File: config.mk
export PLATFORM = sky130hd
export DESIGN_NAME = prio_intc
export DESIGN_NICKNAME = d
export VERILOG_FILES = /design/src/rtl/prio_intc_pkg.sv /design/src/rtl/intc_prog.sv /design/src/rtl/intc_resolve.sv /design/src/rtl/intc_track.sv /design/src/rtl/prio_intc.sv
export SDC_FILE = /design/constraint.sdc
export NUM_CORES = 1
export LEC_CHECK = 0
export BUFFER_PORTS_ARGS = -buffer_cell sky130_fd_sc_hd__buf_4
export CAP_MARGIN = 15
export CORE_MARGIN = 2
export CORE_UTILIZATION = 56
export DETAILED_ROUTE_END_ITERATION = 8
export HOLD_SLACK_MARGIN = 0.15
export PLACE_DENSITY = 0.8
export SYNTH_ARGS = -nofsm -noshare
export SYNTH_HDL_FRONTEND = slang
export SYNTH_HIERARCHICAL = 1
export SYNTH_SLANG_ARGS = --single-unit
File: constraint.sdc
create_clock -name clk -period 7.9 [get_ports clk]
set_input_delay 1.58 -clock clk [delete_from_list [all_inputs] [get_ports clk]]
set_output_delay 1.58 -clock clk [all_outputs]
set_load 0.02 [all_outputs]
File: src/rtl/prio_intc_pkg.sv
package prio_intc_pkg;

    localparam int BYTE_W = 8;

    typedef logic [BYTE_W-1:0] byte_t;

    typedef enum logic [1:0] {
        PH_READY,
        PH_BASE,
        PH_CASC,
        PH_MODE
    } cfg_phase_e;

    typedef enum logic {
        RB_REQ,
        RB_SVC
    } rb_sel_e;

    typedef struct packed {
        logic       start;
        logic       want_casc;
        logic       want_mode;
        logic       sel_req;
        logic       sel_svc;
        logic       eoi_spec;
        logic       eoi_any;
        logic [2:0] eoi_lvl;
    } even_cmd_t;

    function automatic even_cmd_t decode_even(input byte_t w);
        even_cmd_t c;
        c           = '0;
        c.start     = w[4];
        c.want_casc = !w[1];
        c.want_mode = w[0];
        if (!w[4]) begin
            if (w[3]) begin
                c.sel_req = (w[1:0] == 2'b10);
                c.sel_svc = (w[1:0] == 2'b11);
            end else begin
                c.eoi_spec = (w[7:5] == 3'b011);
                c.eoi_any  = (w[7:5] == 3'b001);
                c.eoi_lvl  = w[2:0];
            end
        end
        return c;
    endfunction

endpackage

File: src/rtl/intc_prog.sv
module intc_prog
    import prio_intc_pkg::*;
#(
    parameter int N_IRQ = 8,
    parameter int LVL_W = 3
) (
    input  logic                clk,
    input  logic                rst,
    input  logic                wr_en,
    input  logic                addr_odd,
    input  byte_t               wr_data,
    output logic [N_IRQ-1:0]    mask_o,
    output logic [BYTE_W-1:LVL_W] base_o,
    output byte_t               casc_o,
    output logic                aeoi_o,
    output rb_sel_e             rb_sel_o,
    output logic                ready_o,
    output logic                clr_all_o,
    output logic                eoi_spec_o,
    output logic                eoi_any_o,
    output logic [LVL_W-1:0]    eoi_lvl_o
);

    cfg_phase_e            phase_q;
    logic                  want_casc_q, want_mode_q;
    logic [N_IRQ-1:0]      mask_q;
    logic [BYTE_W-1:LVL_W] base_q;
    byte_t                 casc_q;
    logic                  aeoi_q, ready_q;
    rb_sel_e               rb_q;
    even_cmd_t             cmd;
    logic                  even_wr;

    assign cmd     = decode_even(wr_data);
    assign even_wr = wr_en && !addr_odd;

    always_ff @(posedge clk) begin
        if (rst) begin
            phase_q     <= PH_READY;
            want_casc_q <= 1'b0;
            want_mode_q <= 1'b0;
            mask_q      <= '1;
            base_q      <= '0;
            casc_q      <= '0;
            aeoi_q      <= 1'b0;
            ready_q     <= 1'b0;
            rb_q        <= RB_REQ;
        end else if (even_wr) begin
            if (cmd.start) begin
                phase_q     <= PH_BASE;
                want_casc_q <= cmd.want_casc;
                want_mode_q <= cmd.want_mode;
                aeoi_q      <= 1'b0;
                ready_q     <= 1'b0;
                rb_q        <= RB_REQ;
            end else if (cmd.sel_req) begin
                rb_q <= RB_REQ;
            end else if (cmd.sel_svc) begin
                rb_q <= RB_SVC;
            end
        end else if (wr_en) begin
            unique case (phase_q)
                PH_READY: mask_q <= wr_data[N_IRQ-1:0];
                PH_BASE: begin
                    base_q <= wr_data[BYTE_W-1:LVL_W];
                    if (want_casc_q) begin
                        phase_q <= PH_CASC;
                    end else if (want_mode_q) begin
                        phase_q <= PH_MODE;
                    end else begin
                        phase_q <= PH_READY;
                        ready_q <= 1'b1;
                    end
                end
                PH_CASC: begin
                    casc_q <= wr_data;
                    if (want_mode_q) begin
                        phase_q <= PH_MODE;
                    end else begin
                        phase_q <= PH_READY;
                        ready_q <= 1'b1;
                    end
                end
                PH_MODE: begin
                    aeoi_q  <= wr_data[1];
                    phase_q <= PH_READY;
                    ready_q <= 1'b1;
                end
                default: phase_q <= PH_READY;
            endcase
        end
    end

    assign mask_o     = mask_q;
    assign base_o     = base_q;
    assign casc_o     = casc_q;
    assign aeoi_o     = aeoi_q;
    assign rb_sel_o   = rb_q;
    assign ready_o    = ready_q;
    assign clr_all_o  = even_wr && cmd.start;
    assign eoi_spec_o = even_wr && cmd.eoi_spec;
    assign eoi_any_o  = even_wr && cmd.eoi_any;
    assign eoi_lvl_o  = cmd.eoi_lvl[LVL_W-1:0];

    AST_RST_MASK_ALL: assert property (@(posedge clk)
        rst |=> (mask_q == '1 && !ready_q && rb_q == RB_REQ));
    AST_READY_FROM_ODD: assert property (@(posedge clk) disable iff (rst)
        $rose(ready_q) |-> $past(wr_en && addr_odd));
    AST_MASK_LOAD: assert property (@(posedge clk) disable iff (rst)
        (wr_en && addr_odd && phase_q == PH_READY) |=> mask_q == $past(wr_data[N_IRQ-1:0]));

endmodule

File: src/rtl/intc_resolve.sv
module intc_resolve #(
    parameter int N_IRQ = 8,
    parameter int LVL_W = 3
) (
    input  logic [N_IRQ-1:0] irr_i,
    input  logic [N_IRQ-1:0] isr_i,
    input  logic [N_IRQ-1:0] mask_i,
    output logic             pend_valid_o,
    output logic [LVL_W-1:0] pend_lvl_o,
    output logic             svc_any_o,
    output logic [LVL_W-1:0] svc_top_o,
    output logic             raise_o
);

    logic [N_IRQ-1:0] elig;

    assign elig = irr_i & ~mask_i;

    always_comb begin
        pend_valid_o = 1'b0;
        pend_lvl_o   = '0;
        svc_any_o    = 1'b0;
        svc_top_o    = '0;
        for (int i = N_IRQ - 1; i >= 0; i--) begin
            if (elig[i]) begin
                pend_valid_o = 1'b1;
                pend_lvl_o   = LVL_W'(i);
            end
            if (isr_i[i]) begin
                svc_any_o = 1'b1;
                svc_top_o = LVL_W'(i);
            end
        end
        raise_o = pend_valid_o && (!svc_any_o || pend_lvl_o < svc_top_o);
    end

    always_comb begin
        if (pend_valid_o) begin
            AST_PICK_MOST_URGENT: assert ((elig & ((N_IRQ'(1) << pend_lvl_o) - N_IRQ'(1))) == '0
                                          && elig[pend_lvl_o]);
        end
    end

endmodule

File: src/rtl/intc_track.sv
module intc_track #(
    parameter int N_IRQ = 8,
    parameter int LVL_W = 3
) (
    input  logic             clk,
    input  logic             rst,
    input  logic [N_IRQ-1:0] irq_i,
    input  logic             clr_all_i,
    input  logic             ack_i,
    input  logic             take_i,
    input  logic [LVL_W-1:0] take_lvl_i,
    input  logic             aeoi_i,
    input  logic             eoi_spec_i,
    input  logic             eoi_any_i,
    input  logic [LVL_W-1:0] eoi_lvl_i,
    input  logic             svc_any_i,
    input  logic [LVL_W-1:0] svc_top_i,
    output logic [N_IRQ-1:0] irr_o,
    output logic [N_IRQ-1:0] isr_o
);

    logic [N_IRQ-1:0] irq_prev_q, irr_q, isr_q;
    logic [N_IRQ-1:0] rise, take_bit, eoi_bit;

    assign rise     = irq_i & ~irq_prev_q;
    assign take_bit = take_i ? (N_IRQ'(1) << take_lvl_i) : '0;

    always_comb begin
        eoi_bit = '0;
        if (eoi_spec_i) begin
            eoi_bit = N_IRQ'(1) << eoi_lvl_i;
        end else if (eoi_any_i && svc_any_i) begin
            eoi_bit = N_IRQ'(1) << svc_top_i;
        end
    end

    always_ff @(posedge clk) begin
        if (rst) begin
            irq_prev_q <= '0;
            irr_q      <= '0;
            isr_q      <= '0;
        end else begin
            irq_prev_q <= irq_i;
            if (clr_all_i) begin
                irr_q <= '0;
                isr_q <= '0;
            end else begin
                irr_q <= (irr_q & ~take_bit) | rise;
                isr_q <= (isr_q & ~eoi_bit) | (aeoi_i ? '0 : take_bit);
            end
        end
    end

    assign irr_o = irr_q;
    assign isr_o = isr_q;

    AST_TAKE_SETS_SVC: assert property (@(posedge clk) disable iff (rst)
        (take_i && !aeoi_i && !clr_all_i) |=> isr_q[$past(take_lvl_i)]);
    AST_SPUR_SVC_HOLD: assert property (@(posedge clk) disable iff (rst)
        (ack_i && !take_i && !clr_all_i && !eoi_spec_i && !eoi_any_i) |=> $stable(isr_q));
    AST_AUTO_EOI_HOLD: assert property (@(posedge clk) disable iff (rst)
        (take_i && aeoi_i && !clr_all_i && !eoi_spec_i && !eoi_any_i) |=> $stable(isr_q));
    AST_SPEC_EOI_CLR: assert property (@(posedge clk) disable iff (rst)
        (eoi_spec_i && !take_i) |=> !isr_q[$past(eoi_lvl_i)]);

endmodule

File: src/rtl/prio_intc.sv
module prio_intc
    import prio_intc_pkg::*;
#(
    parameter int N_IRQ = 8
) (
    input  logic             clk,
    input  logic             rst,
    input  logic             wr_en,
    input  logic             addr_odd,
    input  logic [7:0]       wr_data,
    output logic [7:0]       rd_data,
    input  logic [N_IRQ-1:0] irq_in,
    input  logic             ack,
    output logic [7:0]       ack_vector,
    output logic             int_out,
    output logic [2:0]       slave_id,
    output logic [7:0]       slave_map
);

    localparam int LVL_W = (N_IRQ > 1) ? $clog2(N_IRQ) : 1;

    logic [N_IRQ-1:0]      mask, irr, isr;
    logic [BYTE_W-1:LVL_W] base;
    byte_t                 casc;
    logic                  aeoi, ready, clr_all, eoi_spec, eoi_any;
    logic [LVL_W-1:0]      eoi_lvl, pend_lvl, svc_top, take_lvl;
    logic                  pend_valid, svc_any, raise, take;
    rb_sel_e               rb_sel;

    intc_prog #(.N_IRQ(N_IRQ), .LVL_W(LVL_W)) u_prog (
        .clk(clk), .rst(rst), .wr_en(wr_en), .addr_odd(addr_odd), .wr_data(wr_data),
        .mask_o(mask), .base_o(base), .casc_o(casc), .aeoi_o(aeoi), .rb_sel_o(rb_sel),
        .ready_o(ready), .clr_all_o(clr_all), .eoi_spec_o(eoi_spec), .eoi_any_o(eoi_any),
        .eoi_lvl_o(eoi_lvl)
    );

    intc_resolve #(.N_IRQ(N_IRQ), .LVL_W(LVL_W)) u_resolve (
        .irr_i(irr), .isr_i(isr), .mask_i(mask),
        .pend_valid_o(pend_valid), .pend_lvl_o(pend_lvl),
        .svc_any_o(svc_any), .svc_top_o(svc_top), .raise_o(raise)
    );

    assign int_out  = ready && raise;
    assign take     = ack && int_out;
    assign take_lvl = take ? pend_lvl : LVL_W'(N_IRQ - 1);

    intc_track #(.N_IRQ(N_IRQ), .LVL_W(LVL_W)) u_track (
        .clk(clk), .rst(rst), .irq_i(irq_in), .clr_all_i(clr_all),
        .ack_i(ack), .take_i(take), .take_lvl_i(take_lvl), .aeoi_i(aeoi),
        .eoi_spec_i(eoi_spec), .eoi_any_i(eoi_any), .eoi_lvl_i(eoi_lvl),
        .svc_any_i(svc_any), .svc_top_i(svc_top),
        .irr_o(irr), .isr_o(isr)
    );

    assign ack_vector = {base, take_lvl};
    assign rd_data    = addr_odd           ? BYTE_W'(mask) :
                        (rb_sel == RB_SVC) ? BYTE_W'(isr)  : BYTE_W'(irr);
    assign slave_map  = casc;
    assign slave_id   = casc[2:0];

    AST_QUIET_UNTIL_READY: assert property (@(posedge clk) disable iff (rst)
        !ready |-> !int_out);
    AST_SPUR_LEVEL7: assert property (@(posedge clk) disable iff (rst)
        (ack && !int_out) |-> ack_vector[LVL_W-1:0] == LVL_W'(N_IRQ - 1));
    AST_INT_HAS_REQ: assert property (@(posedge clk) disable iff (rst)
        int_out |-> (irr & ~mask) != '0);

endmodule

==> reports/qor.txt <==
=======================================================================================
Highest cell delay on the worst timing path                                      420 ps
Post-CTS setup buffers                                                                0
Post-detailed-route via-to-cell ratio                                              5.74
Footprint of the multi-input gates                                             1540 µm²
Final wirelength                                                                6670 µm
Total Neg Setup Slack                                                              0 ps
Setup slack on the worst flop-to-flop path                                      4390 ps
Number of CTS-inserted buffers                                                        5
WHS Endpoint                                                               u_prog/casc_o[6]
Transition at the pin with the smallest max-transition slack                     679 ps
Clock tree buffer depth                                                               2
Die Y                                                                           74.5 µm
Starting density of the core                                                      58.5%
Post-route standard cell area excluding fillers                                3180 µm²
Setup repair after global routing missed its margin                               false
Max Cap Viol                                                                          0
Signed area change from the synthesized netlist to the final layout               14.2%
CP arrival                                                                      3060 ps
Net count of the finished layout                                                    390
Pin count of the biggest net entering global routing                                 47
Gr ovfl total                                                                         0
Hold path start                                                            u_prog/casc_o[6]
Half-perimeter wire length after detailed placement                             4970 µm
Total power per unit cell area                                               159 nW/µm²
Clock Pin Slew Worst Setup and Hold Paths                                         90 ps
H-tree depth                                                                          2
Remaining max-slew budget at the tightest pin                                     54.4%
Number of top-level pins                                                             49
Fraction of layout cells with a size suffix above 1                               20.1%
Std-Cell Rows                                                                        25
Worst-case vdd ir drop                                                       0.000126 V
Antenna violations before repair                                                      0
Number of vias after detailed routing                                              2495
Area of the die                                                                5540 µm²
Filler Cells Inserted                                                               410
Number of global-route vias before repair                                          2259
Worst setup path category                                                  register to output port
CP max FO                                                                             8
Root Buffer                                                                sky130_fd_sc_hd__clkbuf_8
R2R cell count                                                                       13
Total setup violations reported at the end of the flow                                0
DIE WIDTH                                                                       74.5 µm
Global router's overall resource usage                                            25.4%
Worst reg2reg endpoint                                                     u_track/irr_o[1]
Synthesized area per cell                                                      8.32 µm²
Mapped cell area                                                               2780 µm²
Crit path max-delay cell type                                              sky130_fd_sc_hd__dfxtp_1
Type of the tightest min-delay check                                       register to register
Worst-Skew Late Latency                                                          300 ps
Result of the run                                                          finished, final reports clean
Count of cells resized by post-cts repair                                             0
Kind of cell adding the most delay to the critical path                    simple AND/OR/NAND/NOR gates
Register area                                                                  1040 µm²
First-pass GRT wire length                                                     10800 µm
Critical path capture point type                                            output port
Final ANT Viol Nets                                                                   0
Number of detailed-routing iterations run before antenna repair                       5
Number of violations reported at the end of detailed-routing iteration 0            199
Critical path startpoint category                                              register
Area of the placeable core                                                     4750 µm²
Req. time, crit path                                                            6320 ps
Post-route minimum period                                                       4640 ps
Leading cell types in the layout, fill and taps excluded                   52 x sky130_fd_sc_hd__dfxtp_1, 48 x sky130_fd_sc_hd__buf_4, 32 x sky130_fd_sc_hd__nand2_1, 29 x sky130_fd_sc_hd__a21oi_1, 27 x sky130_fd_sc_hd__nor2_1
Detail-routed net length per standard cell                                      15.3 µm
Number of hold-slack violations in the final timing report                            0
Area post-placement                                                            3080 µm²
Final worst-path cycle share                                                      58.8%
Synthesized netlist net count                                                       357
DRC viols                                                                             0
Leak Pwr                                                                        1.36 nW
Worst Clk Skew                                                                  6.64 ps
Most common library cell in the layout ignoring fill and taps              sky130_fd_sc_hd__dfxtp_1
Gate count of the mapped netlist                                                    334
Hold Path Cell Cnt                                                                    2
Critical path buffers and inverters                                                   1
Global placer's final weighted congestion                                         0.952
Reg-to-reg startpoint                                                      u_prog/mask_o[0]
Count of buffers inserted at the top-level ports                                     48
Worst-path cell chain                                                      nor2b_4 -> or2_4 -> or3_4 -> nor2_1 -> ha_1 -> a21oi_1 -> o2111ai_1 -> a22oi_2 -> nand3_1 -> or2_2 -> buf_4
Number of sinks handled by clock tree synthesis                                      52
# hold bufs at CTS                                                                    0
Clock tree from TritonCTS                                                          done
Ys Warns                                                                              6
Number of pins with negative max-slew slack in the final report                       0
Maximum operating frequency                                                     215 MHz
Antenna cells                                                                         0
=======================================================================================
-- power by group --
| group | leakage, nW | internal, W | switching, W | total, W |
|---|---|---|---|---|
| clock network | 0.0445 | 0.0000714 | 0.0000866 | 0.000158 |
| registers | 0.425 | 0.000271 | 0.00000746 | 0.000278 |
| logic | 0.890 | 0.0000302 | 0.0000380 | 0.0000682 |
| total | 1.36 | 0.000373 | 0.000132 | 0.000505 |
-- through the flow --
stage	cells	util, %	hold slack [ps]	power [W]	setup WS (ps)
after floorplan	334	-	450	0.000328	3970
after global placement	427	64.8	444	0.000351	3670
after detailed placement	427	64.8	450	0.000352	3610
after CTS	435	66.8	463	0.000506	3270
after global routing	435	66.8	486	0.000523	3070
final	435	66.8	463	0.000505	3260
-- final cells by class --
type	instances	area share, %
Timing Repair Buffer	48	11.3
Sequential cell	52	32.8
Tap cell	67	2.64
Multi-Input combinational cell	244	48.3
Inverter	16	1.93
Clock inverter	1	0.236
Clock buffer	7	2.72
-- registers in the layout, summed over array words and instances (netlist names) --
signal              cells
u_prog/want_mode_q      1
u_track/isr_o           8
u_track/irr_o           8
u_prog/casc_o           8
u_prog/base_o           5
u_track/irq_prev_q      8
u_prog/aeoi_o           1
u_prog/ready_o          1
u_prog/phase_q          2
u_prog/want_casc_q      1
u_prog/rb_sel_o         1
u_prog/mask_o           8
-- layer usage --
metal / share of wire [%] / track usage, %
met4: 2.8 / 8.93
met3: 5.1 / 3.79
met5: 0 / 0
met1: 46 / 34.6
met2: 46 / 41.2
-- how the worst max path moves through the flow --
stage / slack, ps / end / from / cells after the start
2_1_floorplan: 3970 / ack_vector[0] / u_prog/mask_o[0] / 10
3_3_place_gp: 3670 / ack_vector[0] / u_track/irr_o[0] / 11
3_5_place_dp: 3610 / ack_vector[0] / u_prog/mask_o[0] / 11
4_1_cts: 3270 / ack_vector[0] / u_prog/mask_o[0] / 11
5_1_grt: 3070 / ack_vector[0] / u_prog/mask_o[0] / 11
6_report: 3260 / ack_vector[0] / u_prog/mask_o[0] / 11
-- worst reg2reg max path: cells and delay by family, from the launching register on --
| family | cells | cell delay (ps) |
|---|---|---|
| flip-flops | 1 | 420 |
| AO/OA/AOI/OAI | 5 | 850 |
| AND/OR/NAND/NOR | 7 | 1860 |
| adder cells (fa/ha/maj) | 1 | 260 |
Note: power is estimated with default switching activity, not from simulation.
